<file path="src/rtl/lin_irq_pkg.sv">
package lin_irq_pkg;

    typedef enum logic [1:0] {
        RA_STATUS = 2'd0,
        RA_ENABLE = 2'd1,
        RA_ERRVEC = 2'd2,
        RA_DATA   = 2'd3
    } reg_addr_e;

    // Packed order fixes the status bit positions: err=3, id=2, tx=1, rx=0.
    typedef struct packed {
        logic err;
        logic id;
        logic tx;
        logic rx;
    } irq_src_t;

    localparam int NUM_SRC = 4;

    function automatic logic [7:0] widen4(input irq_src_t s);
        return {4'b0000, s};
    endfunction

endpackage

</file>
<file path="src/rtl/lin_irq_flags.sv">
module lin_irq_flags
    import lin_irq_pkg::*;
(
    input  logic     clk,
    input  logic     rst,
    input  irq_src_t set_i,
    input  irq_src_t clr_i,
    output irq_src_t flags_o
);
    localparam int N = NUM_SRC;

    logic [N-1:0] q;
    logic [N-1:0] set_v;
    logic [N-1:0] clr_v;

    assign set_v   = set_i;
    assign clr_v   = clr_i;
    assign flags_o = irq_src_t'(q);

    for (genvar i = 0; i < N; i++) begin : g_flag
        always_ff @(posedge clk) begin
            if (rst)
                q[i] <= 1'b0;
            else if (set_v[i])
                q[i] <= 1'b1;
            else if (clr_v[i])
                q[i] <= 1'b0;
        end


        set_wins_chk: assert property (@(posedge clk) disable iff (rst)
            set_v[i] |=> q[i]);


        clear_takes_chk: assert property (@(posedge clk) disable iff (rst)
            (clr_v[i] && !set_v[i]) |=> !q[i]);


        flag_hold_chk: assert property (@(posedge clk) disable iff (rst)
            (!clr_v[i] && !set_v[i]) |=> (q[i] == $past(q[i])));
    end
endmodule

</file>
<file path="src/rtl/lin_irq_errvec.sv">
module lin_irq_errvec #(
    parameter int ERR_W = 8
) (
    input  logic             clk,
    input  logic             rst,
    input  logic             wipe_i,
    input  logic [ERR_W-1:0] ev_i,
    output logic [ERR_W-1:0] vec_o
);
    logic [ERR_W-1:0] vec_q;
    logic [ERR_W-1:0] base;

    assign base  = wipe_i ? '0 : vec_q;
    assign vec_o = vec_q;

    always_ff @(posedge clk) begin
        if (rst)
            vec_q <= '0;
        else
            vec_q <= base | ev_i;
    end


    wipe_chk: assert property (@(posedge clk) disable iff (rst)
        wipe_i |=> (vec_q == $past(ev_i)));


    sticky_chk: assert property (@(posedge clk) disable iff (rst)
        !wipe_i |=> ((vec_q & $past(vec_q)) == $past(vec_q)));
endmodule

</file>
<file path="src/rtl/lin_irq_enable.sv">
module lin_irq_enable
    import lin_irq_pkg::*;
(
    input  logic     clk,
    input  logic     rst,
    input  logic     wr_i,
    input  irq_src_t wdata_i,
    output irq_src_t en_o
);
    irq_src_t en_q;

    always_ff @(posedge clk) begin
        if (rst)
            en_q <= '0;
        else if (wr_i)
            en_q <= wdata_i;
    end

    assign en_o = en_q;


    en_write_chk: assert property (@(posedge clk) disable iff (rst)
        wr_i |=> (en_q == $past(wdata_i)));


    en_hold_chk: assert property (@(posedge clk) disable iff (rst)
        !wr_i |=> $stable(en_q));
endmodule

</file>
<file path="src/rtl/lin_irq_unit.sv">
module lin_irq_unit
    import lin_irq_pkg::*;
#(
    parameter int ERR_W = 8
) (
    input  logic             clk,
    input  logic             rst,
    input  logic             uart_mode,
    input  logic [1:0]       reg_addr,
    input  logic             reg_wr,
    input  logic             reg_rd,
    input  logic [7:0]       reg_wdata,
    output logic [7:0]       reg_rdata,
    input  logic [ERR_W-1:0] err_ev,
    input  logic             id_ev,
    input  logic             tx_ev,
    input  logic             rx_ev,
    output logic             irq
);
    localparam int VEC_PAD = 8 - ERR_W;

    reg_addr_e addr;
    irq_src_t  set_s, clr_s, w1c_s, uart_s, flags, en;
    logic      st_wr, en_wr, data_rd, data_wr;
    logic [ERR_W-1:0] errvec;
    logic [3:0] unused_wdata_hi;

    assign addr            = reg_addr_e'(reg_addr);
    assign unused_wdata_hi = reg_wdata[7:4];

    assign st_wr   = reg_wr && (addr == RA_STATUS);
    assign en_wr   = reg_wr && (addr == RA_ENABLE);
    assign data_rd = reg_rd && (addr == RA_DATA) && uart_mode;
    assign data_wr = reg_wr && (addr == RA_DATA) && uart_mode;

    always_comb begin
        set_s     = '0;
        set_s.err = |err_ev;
        set_s.id  = id_ev;
        set_s.tx  = tx_ev;
        set_s.rx  = rx_ev;

        w1c_s = st_wr ? irq_src_t'(reg_wdata[3:0]) : '0;

        uart_s     = '0;
        uart_s.err = data_rd;
        uart_s.rx  = data_rd;
        uart_s.tx  = data_wr;

        clr_s = w1c_s | uart_s;
    end

    lin_irq_flags u_flags (
        .clk     (clk),
        .rst     (rst),
        .set_i   (set_s),
        .clr_i   (clr_s),
        .flags_o (flags)
    );

    lin_irq_errvec #(.ERR_W(ERR_W)) u_errvec (
        .clk    (clk),
        .rst    (rst),
        .wipe_i (clr_s.err),
        .ev_i   (err_ev),
        .vec_o  (errvec)
    );

    lin_irq_enable u_enable (
        .clk     (clk),
        .rst     (rst),
        .wr_i    (en_wr),
        .wdata_i (irq_src_t'(reg_wdata[3:0])),
        .en_o    (en)
    );

    assign irq = |(flags & en);

    always_comb begin
        unique case (addr)
            RA_STATUS: reg_rdata = widen4(flags);
            RA_ENABLE: reg_rdata = widen4(en);
            RA_ERRVEC: begin
                if (VEC_PAD > 0)
                    reg_rdata = {{VEC_PAD{1'b0}}, errvec};
                else
                    reg_rdata = errvec[7:0];
            end
            default:   reg_rdata = 8'h00;
        endcase
    end


    irq_masked_chk: assert property (@(posedge clk) disable iff (rst)
        (en == '0) |-> !irq);


    irq_src_chk: assert property (@(posedge clk) disable iff (rst)
        irq |-> (flags != '0));


    lin_data_inert_chk: assert property (@(posedge clk) disable iff (rst)
        (!uart_mode && (reg_rd || reg_wr) && addr == RA_DATA
         && set_s == '0) |=> (flags == $past(flags)));


    uart_rd_clear_chk: assert property (@(posedge clk) disable iff (rst)
        (uart_mode && reg_rd && addr == RA_DATA && err_ev == '0 && !rx_ev)
        |=> (!flags.err && !flags.rx && errvec == '0));


    uart_wr_clear_chk: assert property (@(posedge clk) disable iff (rst)
        (uart_mode && reg_wr && addr == RA_DATA && !tx_ev) |=> !flags.tx);
endmodule

</file>
<file path="config.mk">
export PLATFORM = sky130hd
export DESIGN_NAME = lin_irq_unit
export DESIGN_NICKNAME = d
export VERILOG_FILES = /design/src/rtl/lin_irq_pkg.sv /design/src/rtl/lin_irq_flags.sv /design/src/rtl/lin_irq_errvec.sv /design/src/rtl/lin_irq_enable.sv /design/src/rtl/lin_irq_unit.sv
export SDC_FILE = /design/constraint.sdc
export NUM_CORES = 1
export LEC_CHECK = 0
export BUFFER_PORTS_ARGS = -buffer_cell sky130_fd_sc_hd__buf_2
export CELL_PAD_IN_SITES_DETAIL_PLACEMENT = 0
export CELL_PAD_IN_SITES_GLOBAL_PLACEMENT = 1
export CORE_MARGIN = 2
export CORE_UTILIZATION = 33
export DETAILED_ROUTE_END_ITERATION = 6
export PLACE_DENSITY_LB_ADDON = 0.15
export SYNTH_ARGS = -nofsm -noshare
export SYNTH_HDL_FRONTEND = slang
export SYNTH_SLANG_ARGS = --single-unit
</file>
<file path="constraint.sdc">
create_clock -name clk -period 1.2 [get_ports clk]
set_clock_uncertainty 0.1 [all_clocks]
set_input_delay 0.06 -clock clk [delete_from_list [all_inputs] [get_ports clk]]
set_output_delay 0.06 -clock clk [all_outputs]
set_load 0.05 [all_outputs]
</file>
[After elaboration in Yosys (flattened, before gate mapping)]
Index checks and enable logic that the tools add are counted.
Storage, ports and cells
  bits in registers: 16
  input port bits: 26
  logic and storage cells: 39
Cells by class
  mux-type cells: 11
  reductions and logical operators: 13
  bitwise gates (word level): 3
  equality and inequality tests: 3
Operators by type and width (number)
  $pmux 8 s3: 1
  $mux 1: 8
  $mux 8: 1
  $or 8x8->8: 1
  $reduce_bool 2->1: 4
  $reduce_or 8->1: 1
  $logic_and 1x1->1: 6
  $and 4x4->4: 1
  $eq 2x2->1 const B: 2
  $mux 4: 1
  $or 4x4->4: 1
  $reduce_or 4->1: 1
  $eq 2x1->1 const B: 1
  $logic_not 2->1: 1

[Logic depth before layout (Yosys ltp)]
  depth after elaboration: 6
  mapped depth: 5
  mapped depth without buffers: 3

[By module]
A second synthesis with hierarchy kept.
Unflattened totals
  cell total of the unflattened synthesis: 92
  area total of the unflattened synthesis: 818.3 um2
By module, submodules not included
  lin_irq_errvec: cells each 33, seq. area each 160.2 um2, instances 1, area each 304.0 um2
  lin_irq_unit: cells each 30, seq. area each 0.0 um2, instances 1, area each 234.0 um2
  lin_irq_enable: cells each 13, seq. area each 80.1 um2, instances 1, area each 140.1 um2
  lin_irq_flags: cells each 16, seq. area each 80.1 um2, instances 1, area each 140.1 um2

[Worst setup path before layout]
No wires, ideal clock.
  path type: flip-flop to output port
  from: reg u_enable.en_q, in the netlist u_enable.en_o[1]
  to: out reg_rdata[1]
  setup slack: -439 ps
  required time: 1040 ps
  arrival time: 1479 ps
  stages on the path, launching flop included: 3
  path through: dfxtp_1 -> mux2i_1 -> o21ai_0
On the way
  longest elaborated chain between the ends: 1
Ends and longest elaborated chain
  start, declared: RTL line lin_irq_enable.sv:10  | irq_src_t en_q;
  start signal, assigned: RTL line lin_irq_enable.sv:16  | en_q <= wdata_i;
  $pmux 8 s3: RTL line lin_irq_unit.sv:80  | unique case (addr)
  end, declared: RTL line lin_irq_unit.sv:13  | output logic [7:0] reg_rdata,
No other way between the ends.

[Final worst setup path]
  from: reg u_flags.q[3] (netlist: u_flags.flags_o[3])
  to: out irq
On the way
  longest elaborated chain between the ends: 2
Ends and longest elaborated chain
  start, declared: RTL line lin_irq_flags.sv:12  | logic [N-1:0] q;
  start signal, assigned by index: RTL line lin_irq_flags.sv:23  | q[i] <= 1'b0;
  start signal, assigned by index: RTL line lin_irq_flags.sv:25  | q[i] <= 1'b1;
  start signal, assigned by index: RTL line lin_irq_flags.sv:27  | q[i] <= 1'b0;
  $and 4x4->4: RTL line lin_irq_unit.sv:77  | assign irq = |(flags & en);
  $reduce_or 4->1: RTL line lin_irq_unit.sv:77
  end, declared: RTL line lin_irq_unit.sv:18  | output logic irq
No other way between the ends.

==> results_dict.tcl <==
set metrics [dict create \
    synth_fp_nets 120 \
    cts.path.max_buffers 2 \
    ys_types 25 \
    ys_seq_area_share_pct 38.3 \
    layout-drive-gt1-share_pct 40.7 \
    multi_input_area_sq_um 459 \
    p_leak_nw 0.641 \
    violations "negative setup slack" \
    crit_path_end_kind "primary output" \
    antenna_found_initial 0 \
    first_pass_iters 4 \
    finalHoldViolCount 0 \
    gp_congestion 0.682 \
    drv_slew 0 \
    dieArea_sq_um 2950 \
    cellPowerDensity_nw_per_um2 998 \
    fillers 244 \
    critPathArrivalTime_ps 1060 \
    outcome "complete, but fails checks" \
    area_delta_synth_final_pct 56.7 \
    cts_tree "yes" \
    viasPerCell 4.58 \
    post-route-period-util_pct 101 \
    worst_slack_ps -16.8 \
    ioPinCount 35 \
    nNetsFinal 172 \
    tns_ps -16.8 \
    fp-row-count 18 \
    cp.required_ps 1040 \
    setup_viol 1 \
    cts_num_sinks 16 \
    crit_type "flop to primary output" \
    peakVddDrop_v 0.000445 \
    synth-seq-cells 16 \
    synthCells 94 \
    drc 0 \
    fmax_mhz 822 \
    rsz0062_at_grt "yes" \
    vias 802 \
    worstMarginPinSlew_ps 401 \
    coreArea_sq_um 2430 \
    clk_pin_slew_ps 100 \
    grt_util_all_layers_pct 14.1 \
    io_buffers 30 \
    htreeDepth 1 \
    fin_crit_ps 1220 \
    place_hpwl_um 1360 \
    cp-start-kind "flop" \
    syn_area_sq_um 836 \
    initialDrtViolationCount 4 \
    pre_cts_ws_ps 60.0 \
    avgRoutedWirePerCell_um 10.9 \
    critPathMaxFanout 3 \
    regArea_sq_um 330 \
    diodes 0 \
    start_util_pct 34.4 \
    grt_start_max_net_pins 26 \
    die_y_um 54.3 \
    cts_root_buf "clkbuf_4" \
    max_cap_violations 0 \
    grt_pass1_wl_um 2950 \
    detail-route-antenna-nets 0 \
    wirelength_um 1910 \
    die_w_um 54.3 \
    cts_buffers 3 \
    grt-ovfl-total 0 \
    yosys_warnings 0 \
    syn_area_per_cell_sq_um 8.89 \
    insertion_delay_ps 280 \
    grt_pass1_vias 712 \
    hold_class "input port to flop" \
    relSlewSlack_pct 73.3 \
]
==> sequential cells by signal, indices dropped and copies added (netlist names) <==
name             flops
u_enable.en_o        4
u_flags.flags_o      4
u_errvec.vec_o       8
==> cell usage after synthesis, drive strengths merged <==
master	instances	area [sq um]
inv	12	45.0
o21ai	5	28.8
a22oi	2	15.0
clkbuf	1	3.75
a41o	1	10.0
o22ai	8	50.1
nand3b	1	11.3
nor3b	1	18.8
nor4	1	6.26
nand2	5	18.8
a21oi	1	5.00
nand3	1	5.00
a21bo	1	10.0
mux2i	8	80.1
nand2b	9	56.3
dfxtp	16	320
and2	4	25.0
nor2	7	26.3
o31ai	1	7.51
nor2b	1	6.26
a311oi	3	26.3
nand4	1	21.3
buf	4	38.8
==> critical path: stages (launching register included) <==
cell and delay (ps):
dfxtp_2 350, a22oi_2 170, nand2_1 100, buf_6 160
==> power by group <==
part | leakage [nW] | internal [mW] | switching, mW
sequential | 0.136 | 0.575 | 0.0248
clock | 0.0210 | 0.184 | 0.174
combinational | 0.485 | 0.167 | 0.182
==> placed cells by master, fill, tap and decap left out, types with 2 or more instances in the layout <==
master / instances
dlygate4sd3_1: 16
dfxtp_2: 8
a311oi_1: 3
nand2b_1: 9
o22ai_1: 8
a22oi_2: 2
nor2_1: 7
o21ai_2: 5
mux2i_1: 8
inv_1: 12
clkbuf_4: 4
nand2_1: 5
buf_6: 5
buf_2: 24
and2_1: 4
dfxtp_1: 8
buf_4: 5
==> cell type report <==
| class | instances | share of cell area [%] |
|---|---|---|
| clock buffer | 4 | 2.77 |
| inverter | 12 | 3.44 |
| multi-input combinational | 61 | 35.1 |
| sequential | 16 | 25.2 |
| tap | 30 | 2.87 |
| timing repair buffer | 52 | 30.7 |
==> routing by layer <==
metal	vias to the layer above	routed length (um)	global-route usage [%]
met4	0	15	6.25
met2	24	887	24.9
met3	2	112	2.46
met1	352	893	16.6
met5	-	0	0
li1	424	-	-
==> metrics by stage <==
stage	power (mW)	instances	utilization (%)	cell area, sq um	hold WS [ps]
after floorplan	0.801	94	-	851	75.2
after global placement	0.888	154	43.0	1050	178
after detailed placement	0.892	154	43.0	1050	184
after global routing	1.38	175	53.9	1310	68.6
final	1.31	175	53.9	1310	48.2
after CTS	1.32	174	53.2	1290	45.5
==> timing repair <==
action / 4_1_cts / 5_1_grt
endpoints found under the setup margin: 5 / 7
resized for setup: 20 / 2
hold buffers: 16 / 0
setup buffers: 0 / 1
gates cloned: 0 / 0
pin swaps: 3 / 1
endpoints found under the hold margin: 15 / 0
==> worst paths after layout <==
kind	cells after the start	endpoint	start	slack, ps
max	3	irq	u_flags.flags_o[3]	-20
min reg2reg	2	u_errvec.vec_o[6]	u_errvec.vec_o[6]	370
min	4	u_flags.flags_o[1]	uart_mode	50
max reg2reg	3	u_flags.flags_o[0]	u_flags.flags_o[0]	290
==> kinds of logic after synthesis <==
family,synth area share [%]
buffers and inverters,10.5
AND/OR/NAND/NOR,23.4
flip-flops,38.3
AO/OA/AOI/OAI,18.3
multiplexers,9.58
No activity file was read; power rests on OpenSTA's default activity.
